## config.mk

```make
export PLATFORM = sky130hd
export DESIGN_NAME = pc_seq_unit
export DESIGN_NICKNAME = d
export VERILOG_FILES = /design/src/rtl/pcu_pkg.sv /design/src/rtl/pcu_addr_gen.sv /design/src/rtl/pcu_target_sel.sv /design/src/rtl/pcu_link_route.sv /design/src/rtl/pcu_pc_reg.sv /design/src/rtl/pc_seq_unit.sv
export SDC_FILE = /design/constraint.sdc
export NUM_CORES = 1
export LEC_CHECK = 0
export BUFFER_PORTS_ARGS = -buffer_cell sky130_fd_sc_hd__buf_4
export CORE_ASPECT_RATIO = 1.2
export CORE_MARGIN = 2
export CORE_UTILIZATION = 30
export CTS_CLUSTER_DIAMETER = 60
export CTS_CLUSTER_SIZE = 8
export DETAILED_ROUTE_END_ITERATION = 12
export PLACE_DENSITY = 0.57
export SYNTH_ARGS = -nofsm -noshare
export SYNTH_HDL_FRONTEND = slang
export SYNTH_SLANG_ARGS = --single-unit
```

## constraint.sdc

```tcl
create_clock -name clk -period 2 [get_ports clk]
set_input_delay 0.1 -clock clk [delete_from_list [all_inputs] [get_ports clk]]
set_output_delay 0.1 -clock clk [all_outputs]
set_load 0.005 [all_outputs]
```

## src/rtl/pcu_pkg.sv

```systemverilog
package pcu_pkg;

    localparam int ADDR_W  = 16;
    localparam int RIDX_W  = 3;
    localparam int CLS_W   = 3;

    typedef enum logic [CLS_W-1:0] {
        CLS_SEQ    = 3'd0,
        CLS_BRANCH = 3'd1,
        CLS_JUMP   = 3'd2,
        CLS_JAL    = 3'd3,
        CLS_JALR   = 3'd4
    } xfer_cls_e;

endpackage

```

## src/rtl/pcu_addr_gen.sv

```systemverilog
// Three parallel address adders: sequential step, PC-relative, register-based.
module pcu_addr_gen #(
    parameter int AW = 16
) (
    input  logic [AW-1:0] pc_i,
    input  logic [AW-1:0] imm_i,
    input  logic [AW-1:0] base_i,
    output logic [AW-1:0] seq_addr_o,
    output logic [AW-1:0] rel_addr_o,
    output logic [AW-1:0] reg_addr_o
);
    localparam logic [AW-1:0] STEP = AW'(1);

    // Sums are truncated to AW bits, which gives modulo 2^AW wrap.
    always_comb begin
        seq_addr_o = pc_i + STEP;
        rel_addr_o = pc_i + imm_i;
        reg_addr_o = base_i + imm_i;
    end
endmodule

```

## src/rtl/pcu_target_sel.sv

```systemverilog
// Chooses the next fetch address from the class and branch outcome.
module pcu_target_sel
    import pcu_pkg::*;
#(
    parameter int AW = 16
) (
    input  xfer_cls_e     cls_i,
    input  logic          taken_i,
    input  logic [AW-1:0] seq_addr_i,
    input  logic [AW-1:0] rel_addr_i,
    input  logic [AW-1:0] reg_addr_i,
    output logic [AW-1:0] npc_o
);
    always_comb begin
        unique case (cls_i)
            CLS_SEQ:    npc_o = seq_addr_i;
            CLS_BRANCH: npc_o = taken_i ? rel_addr_i : seq_addr_i;
            CLS_JUMP:   npc_o = rel_addr_i;
            CLS_JAL:    npc_o = rel_addr_i;
            CLS_JALR:   npc_o = reg_addr_i;
            default:    npc_o = seq_addr_i;
        endcase
    end
endmodule

```

## src/rtl/pcu_link_route.sv

```systemverilog
// Produces the register-file write request for the return address.
module pcu_link_route
    import pcu_pkg::*;
#(
    parameter int RW       = 3,
    parameter int LINK_IDX = 7
) (
    input  logic          clk,
    input  logic          rst,
    input  xfer_cls_e     cls_i,
    input  logic [RW-1:0] rd_i,
    output logic          we_o,
    output logic [RW-1:0] rd_o
);
    localparam logic [RW-1:0] LINK_REG = RW'(LINK_IDX);
    localparam logic [RW-1:0] ZERO_REG = '0;

    always_comb begin
        unique case (cls_i)
            CLS_JAL: begin
                we_o = 1'b1;
                rd_o = LINK_REG;
            end
            CLS_JALR: begin
                // A write to the hardwired-zero register would be lost; drop it.
                we_o = (rd_i != ZERO_REG);
                rd_o = rd_i;
            end
            default: begin
                we_o = 1'b0;
                rd_o = rd_i;
            end
        endcase
    end


    r0_discard_chk: assert property (@(posedge clk) disable iff (rst)
        we_o |-> (rd_o != ZERO_REG));
endmodule

```

## src/rtl/pcu_pc_reg.sv

```systemverilog
// Program counter register with synchronous reset.
module pcu_pc_reg #(
    parameter int          AW       = 16,
    parameter logic [15:0] RST_ADDR = 16'h0000
) (
    input  logic          clk,
    input  logic          rst,
    input  logic [AW-1:0] d_i,
    output logic [AW-1:0] q_o
);
    always_ff @(posedge clk) begin
        if (rst) q_o <= AW'(RST_ADDR);
        else     q_o <= d_i;
    end
endmodule

```

## src/rtl/pc_seq_unit.sv

```systemverilog
// Next-address and link top level.
module pc_seq_unit
    import pcu_pkg::*;
#(
    parameter int AW       = ADDR_W,
    parameter int RW       = RIDX_W,
    parameter int LINK_IDX = 7
) (
    input  logic          clk,
    input  logic          rst,
    input  logic [2:0]    cls_i,
    input  logic          br_taken_i,
    input  logic [AW-1:0] imm_i,
    input  logic [AW-1:0] rs1_i,
    input  logic [RW-1:0] rd_i,
    output logic [AW-1:0] pc_o,
    output logic [AW-1:0] npc_o,
    output logic [AW-1:0] link_o,
    output logic          link_we_o,
    output logic [RW-1:0] link_rd_o
);
    localparam logic [AW-1:0] ONE = AW'(1);

    xfer_cls_e     cls;
    logic [AW-1:0] pc_q;
    logic [AW-1:0] seq_addr;
    logic [AW-1:0] rel_addr;
    logic [AW-1:0] reg_addr;
    logic [AW-1:0] npc;

    assign cls = xfer_cls_e'(cls_i);

    pcu_addr_gen #(.AW(AW)) u_addr (
        .pc_i       (pc_q),
        .imm_i      (imm_i),
        .base_i     (rs1_i),
        .seq_addr_o (seq_addr),
        .rel_addr_o (rel_addr),
        .reg_addr_o (reg_addr)
    );

    pcu_target_sel #(.AW(AW)) u_sel (
        .cls_i      (cls),
        .taken_i    (br_taken_i),
        .seq_addr_i (seq_addr),
        .rel_addr_i (rel_addr),
        .reg_addr_i (reg_addr),
        .npc_o      (npc)
    );

    pcu_link_route #(.RW(RW), .LINK_IDX(LINK_IDX)) u_link (
        .clk   (clk),
        .rst   (rst),
        .cls_i (cls),
        .rd_i  (rd_i),
        .we_o  (link_we_o),
        .rd_o  (link_rd_o)
    );

    pcu_pc_reg #(.AW(AW)) u_pc (
        .clk (clk),
        .rst (rst),
        .d_i (npc),
        .q_o (pc_q)
    );

    assign pc_o   = pc_q;
    assign npc_o  = npc;
    assign link_o = seq_addr;


    pc_follow_chk: assert property (@(posedge clk) disable iff (rst)
        1'b1 |=> (pc_q == $past(npc)));


    seq_step_chk: assert property (@(posedge clk) disable iff (rst)
        (cls_i == 3'd0) |=> (pc_q == AW'($past(pc_q) + ONE)));


    not_taken_chk: assert property (@(posedge clk) disable iff (rst)
        (cls_i == 3'd1 && !br_taken_i) |=> (pc_q == AW'($past(pc_q) + ONE)));


    jal_dest_chk: assert property (@(posedge clk) disable iff (rst)
        (cls_i == 3'd3) |-> (link_we_o && link_rd_o == RW'(LINK_IDX)));


    link_value_chk: assert property (@(posedge clk) disable iff (rst)
        link_o == AW'(pc_q + ONE));
endmodule

```

---- Word-level counts from Yosys, hierarchy flattened ----
Cells that the tools add are included.
storage, ports and cells
  flip-flop bits (word level) ............. 16
  word-level logic and storage cells ...... 14
cells by class
  add/subtract/negate cells ............... 3
  equality and inequality tests ........... 4
  multiplexer cells ....................... 4
  reductions and logical operators ........ 2
operators with widths
  cell                                                 count
  one-hot mux 16 bit (3 select lines)                  1
  adder 16 bit                                         2
  adder 16 x 1 -> 16 bit, second input constant        1
  2-to-1 mux 16 bit                                    1
  equality test 3 x 2 -> 1 bit, second input constant  2
  equality test 3 x 1 -> 1 bit, second input constant  1
  equality test 3 bit, second input constant           1
  2-to-1 mux 3 bit                                     1
  nonzero test 3 bit                                   1
  one-hot mux 1 bit (2 select lines)                   1
  OR reduction 2 bit                                   1

---- Longest topological paths before layout ----
  word-level depth ........................ 3
  gate-level depth with buffers ........... 8
  mapped depth without buffers ............ 8

---- Modules after synthesis ----
Synthesis repeated with hierarchy kept, for this count alone.
unflattened totals
  cell total of the unflattened synthesis .. 338
  area total of the unflattened synthesis .. 2656.3 sq um
modules (own cells, without submodules)
  module          instances  cells each  area each (sq um)  seq. area each (sq um)
  pcu_addr_gen    1          228         1649.1             0.0
  pcu_target_sel  1          70          498.0              0.0
  pcu_pc_reg      1          33          464.2              320.3
  pcu_link_route  1          7           45.0               0.0

---- Worst setup path after synthesis ----
OpenSTA, ideal clock, no wires.
  kind .................................... register -> register
  from .................................... register u_pc.q_o[0]
  to ...................................... register u_pc.q_o[14]
  setup time .............................. 0.132 ns
  data arrival time ....................... 2.106 ns
  data required time ...................... 1.868 ns
  setup slack ............................. -0.238 ns
  cell stages (with the launch flop) ...... 9
  cells stage by stage .................... dfxtp_1 ha_1 fa_1 a21o_1 a221oi_2 a211oi_1 mux2i_1 a211oi_1 a21oi_1
on the way
  cells in the longest elaborated chain, start to end .. 3
RTL lines
  what                                                    line                                    source
  from (decl)                                             pcu_pc_reg.sv:9                         output logic [AW-1:0] q_o
  from (signal assigned)                                  pcu_pc_reg.sv:12                        if (rst) q_o <= AW'(RST_ADDR);
  from (signal assigned)                                  pcu_pc_reg.sv:13                        else q_o <= d_i;
  adder 16 x 1 -> 16 bit or adder 16 bit (tied branches)  pcu_addr_gen.sv:16, pcu_addr_gen.sv:17
  2-to-1 mux 16 bit                                       pcu_target_sel.sv:17                    CLS_BRANCH: npc_o = taken_i ? rel_addr_i : seq_addr_i;
  one-hot mux 16 bit (3 select lines) (*)                 pcu_target_sel.sv:15                    unique case (cls_i)
Mark *: on every way between the ends. The rest lies on a longest branch, timed or not.
A chain may end at the register's enable or synchronous reset.

---- Worst setup path in the final report ----
  from .................................... register u_pc.q_o[0]
  to ...................................... output port npc_o[4]
on the way
  cells in the longest elaborated chain, start to end .. 3
RTL lines
  what                                                    line                                    source
  adder 16 x 1 -> 16 bit or adder 16 bit (tied branches)  pcu_addr_gen.sv:16, pcu_addr_gen.sv:17
  2-to-1 mux 16 bit                                       pcu_target_sel.sv:17
  one-hot mux 16 bit (3 select lines) (*)                 pcu_target_sel.sv:15
  to (decl)                                               pc_seq_unit.sv:17                       output logic [AW-1:0] npc_o,
Marks and branches as above.

==> results.env <==
WORST_R2R_STARTPOINT='u_pc.q_o[0]'
COUNT_OF_ENDPOINTS_FAILING_HOLD_IN_THE_FINAL_TIMING_REPORT=0
CRITICALPATHCATEGORY='reg -> out'
CRIT_PATH_START='u_pc.q_o[0]'
VDD_IR_DROP_MAX_V=0.000315
REG_TOP3='u_pc.q_o x16'
CELL_TYPE_CONTRIBUTING_THE_MOST_TOTAL_CELL_AREA_AFTER_SYNTHESIS='ha_1'
YOSYS_MOST_USED_DFF='dfxtp_1'
COMPOUND_GATE_PORTION_OF_THE_SYNTHESIZED_AREA_PCT=30.1
LARGEST_REG_FLOPS=16
SLEW_HEADROOM_PCT=61.6
SYNTH_FA_HA_AREA_SHARE_PCT=17.0
POST_SYNTH_MUX_AREA_SHARE_PCT=2.38
END_KIND='output port'
LARGEST_REGISTER='u_pc.q_o'
SYNTH.LIB_CELLS_USED.DISTINCT=56
POST_SYNTH_INSTANCE_AREA_UM2=2520
POST-SYNTH-TOP-COUNT-CELL='nand2_1'
SETUP_TNS_NS=-5.53
YS_ASYNC_SR_FRACTION_PCT=0
REMAINING_DRC_ERRORS=0
TIMING.HOLD.WORST.START='rst'
VIAS=3485
TIMING.FINAL.CRIT_PERIOD_NS=2.48
WORST_SLACK_NS=-0.485
FINCLKSKEW_NS=0.00417
CTS.REPORTEDPATHS.CLKPINSLEW_NS=0.08
FINAL_ANTENNA_NET_COUNT=0
SYNTHESIS.INSTANCES=341
DP_WORST_SETUP_SLACK_NS=-0.301
ANTENNA_CELL_COUNT=0
YOSYS_WARNINGS=0
INITIAL_UTILIZATION_PCT=30.9
PLACE.GP.CONGESTION=0.966
CLOCK_TREE.ROOT_CELL='clkbuf_8'
FINAL_LAYOUT_SIZE_SUFFIX_GT1_SHARE_PCT=50.8
MAX_FREQ_GHz=0.402
TIGHTESTPINTRANSITION_NS=0.574
LAYOUT_AREA_OVERHEAD_PCT=90.3
LEAKAGEPOWER_nW=2.37
DIE_H_UM=104
SYNTH_ENABLE_FLOP_CELLS=0
CP_COMMON_CELL='buf_6'
GRT_SETUP_UNREPAIRED='yes'
FIRST_ITER_VIOLATIONS=122
COMBINATIONAL_FAMILY_WITH_THE_MOST_AREA_AFTER_SYNTHESIS='compound AO/OA/AOI/OAI gates'
GRT_PASS1_VIAS=3568
WORST_SETUP_PATH_START_KIND='register'
YOSYS.AREA.TOP_TYPE_SHARE_PCT=15.4
FP-ROW-COUNT=36
CELLPOWERDENSITY_nW_PER_UM2=542
CLOCK_SINKS=16
SYNTH_SEQ_CELLS=16
DESIGN.FINAL.NETS=628
PORT-BUFFER-COUNT=92
FINALSETUPVIOLATIONS=24
DRT_WL_TOTAL_UM=11000
CP_MAX_FO=2
CHIPWIDTH_UM=87.6
DRV_SLEW=0
MAXIMUM_NUMBER_OF_PINS_ON_ONE_NET_BEFORE_GLOBAL_ROUTE_REPAIR=16
CP_SLOWEST_CELL='dfxtp_4'
MAPPEDNETLISTNETS=415
MAX-CLOCK-PATH-BUFFERS=2
GR-USAGE-ALL-LAYERS_PCT=23.3
HTREEDEPTH=1
GRT_OVERFLOW=0
NUMBER_OF_ANTENNA_VIOLATIONS_AT_THE_FIRST_CHECK_IN_GLOBAL_ROUTING=0
REQUIRED_TIME_REPORTED_FOR_THE_CRITICAL_PATH_ENDPOINT_NS=1.90
POST_SYNTH_XOR_AREA_FRACTION_PCT=10.8
POST_SYNTH_MAIN_AREA_CONTRIBUTORS='ha_1, dfxtp_1, xor2_1, a21oi_1, xnor2_1'
RUN_STATUS='complete, but fails checks'
CTS_TREE='yes'
CRIT_CHAIN='ha_4 -> fa_2 -> a21o_1 -> buf_4 -> buf_6 -> buf_6 -> buf_6 -> a21oi_4 -> xnor2_1 -> nand2_1 -> nand3_1 -> buf_4'
VIOLATIONS='setup timing'
HOLD_CLASS='in -> reg'
WIRE_LENGTH_OF_THE_FIRST_GLOBAL_ROUTING_PASS_UM=17000
YS_SEQ_AREA_SHARE_PCT=12.7
CTS_HOLD_BUFFERS=0
MAX_CAP_VIOLATIONS=0
DIE_AREA_UM2=9150
POST_SYNTH.CELL_AREA_AVG_UM2=7.39
SLOWEST_DELAY_NS=0.36
POWER_W=0.00260
FIN_WORST_HOLD_SLACK_NS=0.139
ARRIVAL_NS=2.38
CTS_INSERTED_BUFFERS=3
FINALCRITPERIODSHARE_PCT=124
ROUTEDWLPERCELL_UM=16.4
DRT_PRE_ANTENNA_ITERS=4
POST_SYNTH_AND_OR_NAND_NOR_AREA_FRACTION_PCT=23.8
ROUTED_VIA_DENSITY=5.22
IO-PIN-COUNT=93
INSERTION_DELAY_NS=0.26
DPL.HPWL_UM=8610
CORE_REGION_AREA_UM2=8150
SYNTHTOPCELLSBYCOUNT='nand2_1, ha_1, a21oi_1, nor2_1, o21ai_0'
==> path summary, 6_finish.rpt <==
kind	cells after the start	to	slack [ns]
worst max-delay path	12	npc_o[4]	-0.48
worst min-delay path	2	u_pc.q_o[1]	0.14
worst max register to register	9	u_pc.q_o[12]	-0.19
worst min register to register	4	u_pc.q_o[0]	0.77
==> layout make-up <==
type	instances	area, µm²
Clock buffer	4	55.1
Fill cell	749	3360
Inverter	12	45.0
Timing Repair Buffer	217	1720
Sequential cell	16	340
Tap cell	114	143
Multi-Input combinational cell	304	2490
==> stage by stage <==
stage / util [%] / area (µm²) / cells
floorplan: - / 2610 / 341
global placement: 51.4 / 4190 / 642
detailed placement: 51.4 / 4190 / 642
CTS: 57.1 / 4650 / 661
global route: 58.8 / 4790 / 667
finish: 58.8 / 4790 / 667
==> routing by layer <==
layer	vias up	global-route usage, %	share of wire, %
met3	31	2.94	5.1
li1	1708	-	-
met5	-	0	0
met1	1614	26.1	38
met2	132	42.9	52
met4	0	9.56	4.8
==> cells in the final DEF, fill, tap and decap left out, types with 5 or more instances in the layout <==
| cell | Yosys | final |
|---|---|---|
| buf_4 | 0 | 197 |
| nand2_1 | 32 | 31 |
| a21oi_1 | 26 | 22 |
| ha_1 | 31 | 22 |
| nor2_1 | 23 | 21 |
| o21ai_0 | 22 | 18 |
| buf_6 | 0 | 18 |
| nand3_1 | 19 | 16 |
| xor2_1 | 17 | 14 |
| xnor2_1 | 14 | 11 |
| inv_1 | 11 | 10 |
| a31oi_1 | 10 | 9 |
| a21o_1 | 8 | 8 |
| ha_4 | 0 | 8 |
| dfxtp_1 | 16 | 8 |
| nand4_1 | 7 | 7 |
| nand2b_1 | 8 | 7 |
| a22oi_1 | 7 | 6 |
| o21ai_1 | 3 | 6 |
| nor3_1 | 7 | 6 |
| mux2i_1 | 6 | 5 |
| or3_1 | 6 | 5 |
==> report_power, final <==
part | total, W | switching [W] | internal (W)
clock network | 0.000320 | 0.000144 | 0.000175
registers | 0.000414 | 0.0000461 | 0.000368
logic | 0.00187 | 0.000844 | 0.00102
total | 0.00260 | 0.00103 | 0.00157
==> worst max-delay path, delay by kind of cell (launching register included) <==
| kind | cells | cell delay, ns |
|---|---|---|
| XOR/XNOR | 1 | 0.13 |
| adder cells (fa/ha/maj) | 2 | 0.49 |
| buffers and inverters | 5 | 0.57 |
| flip-flops | 1 | 0.36 |
| AND/OR/NAND/NOR | 2 | 0.21 |
| AO/OA/AOI/OAI | 2 | 0.36 |
==> cell families (layout without fill, tap and decap cells) <==
| family | after synthesis | in the layout |
|---|---|---|
| xor gates and xnor gates | 31 | 31 |
| adders and majority gates | 33 | 33 |
| muxes | 6 | 6 |
| and+or+nand+nor | 121 | 121 |
| DFF | 16 | 16 |
| buffers and inverters | 21 | 233 |
| AOI/OAI and AO/OA | 113 | 113 |
==> what timing repair did <==
item | 4_1_cts | 5_1_grt
pin swaps | 30 | 15
setup endpoints to repair | 28 | 29
buffers inserted | 19 | 9
gates resized for setup | 54 | 23
Note: power is estimated with default switching activity, not from simulation.
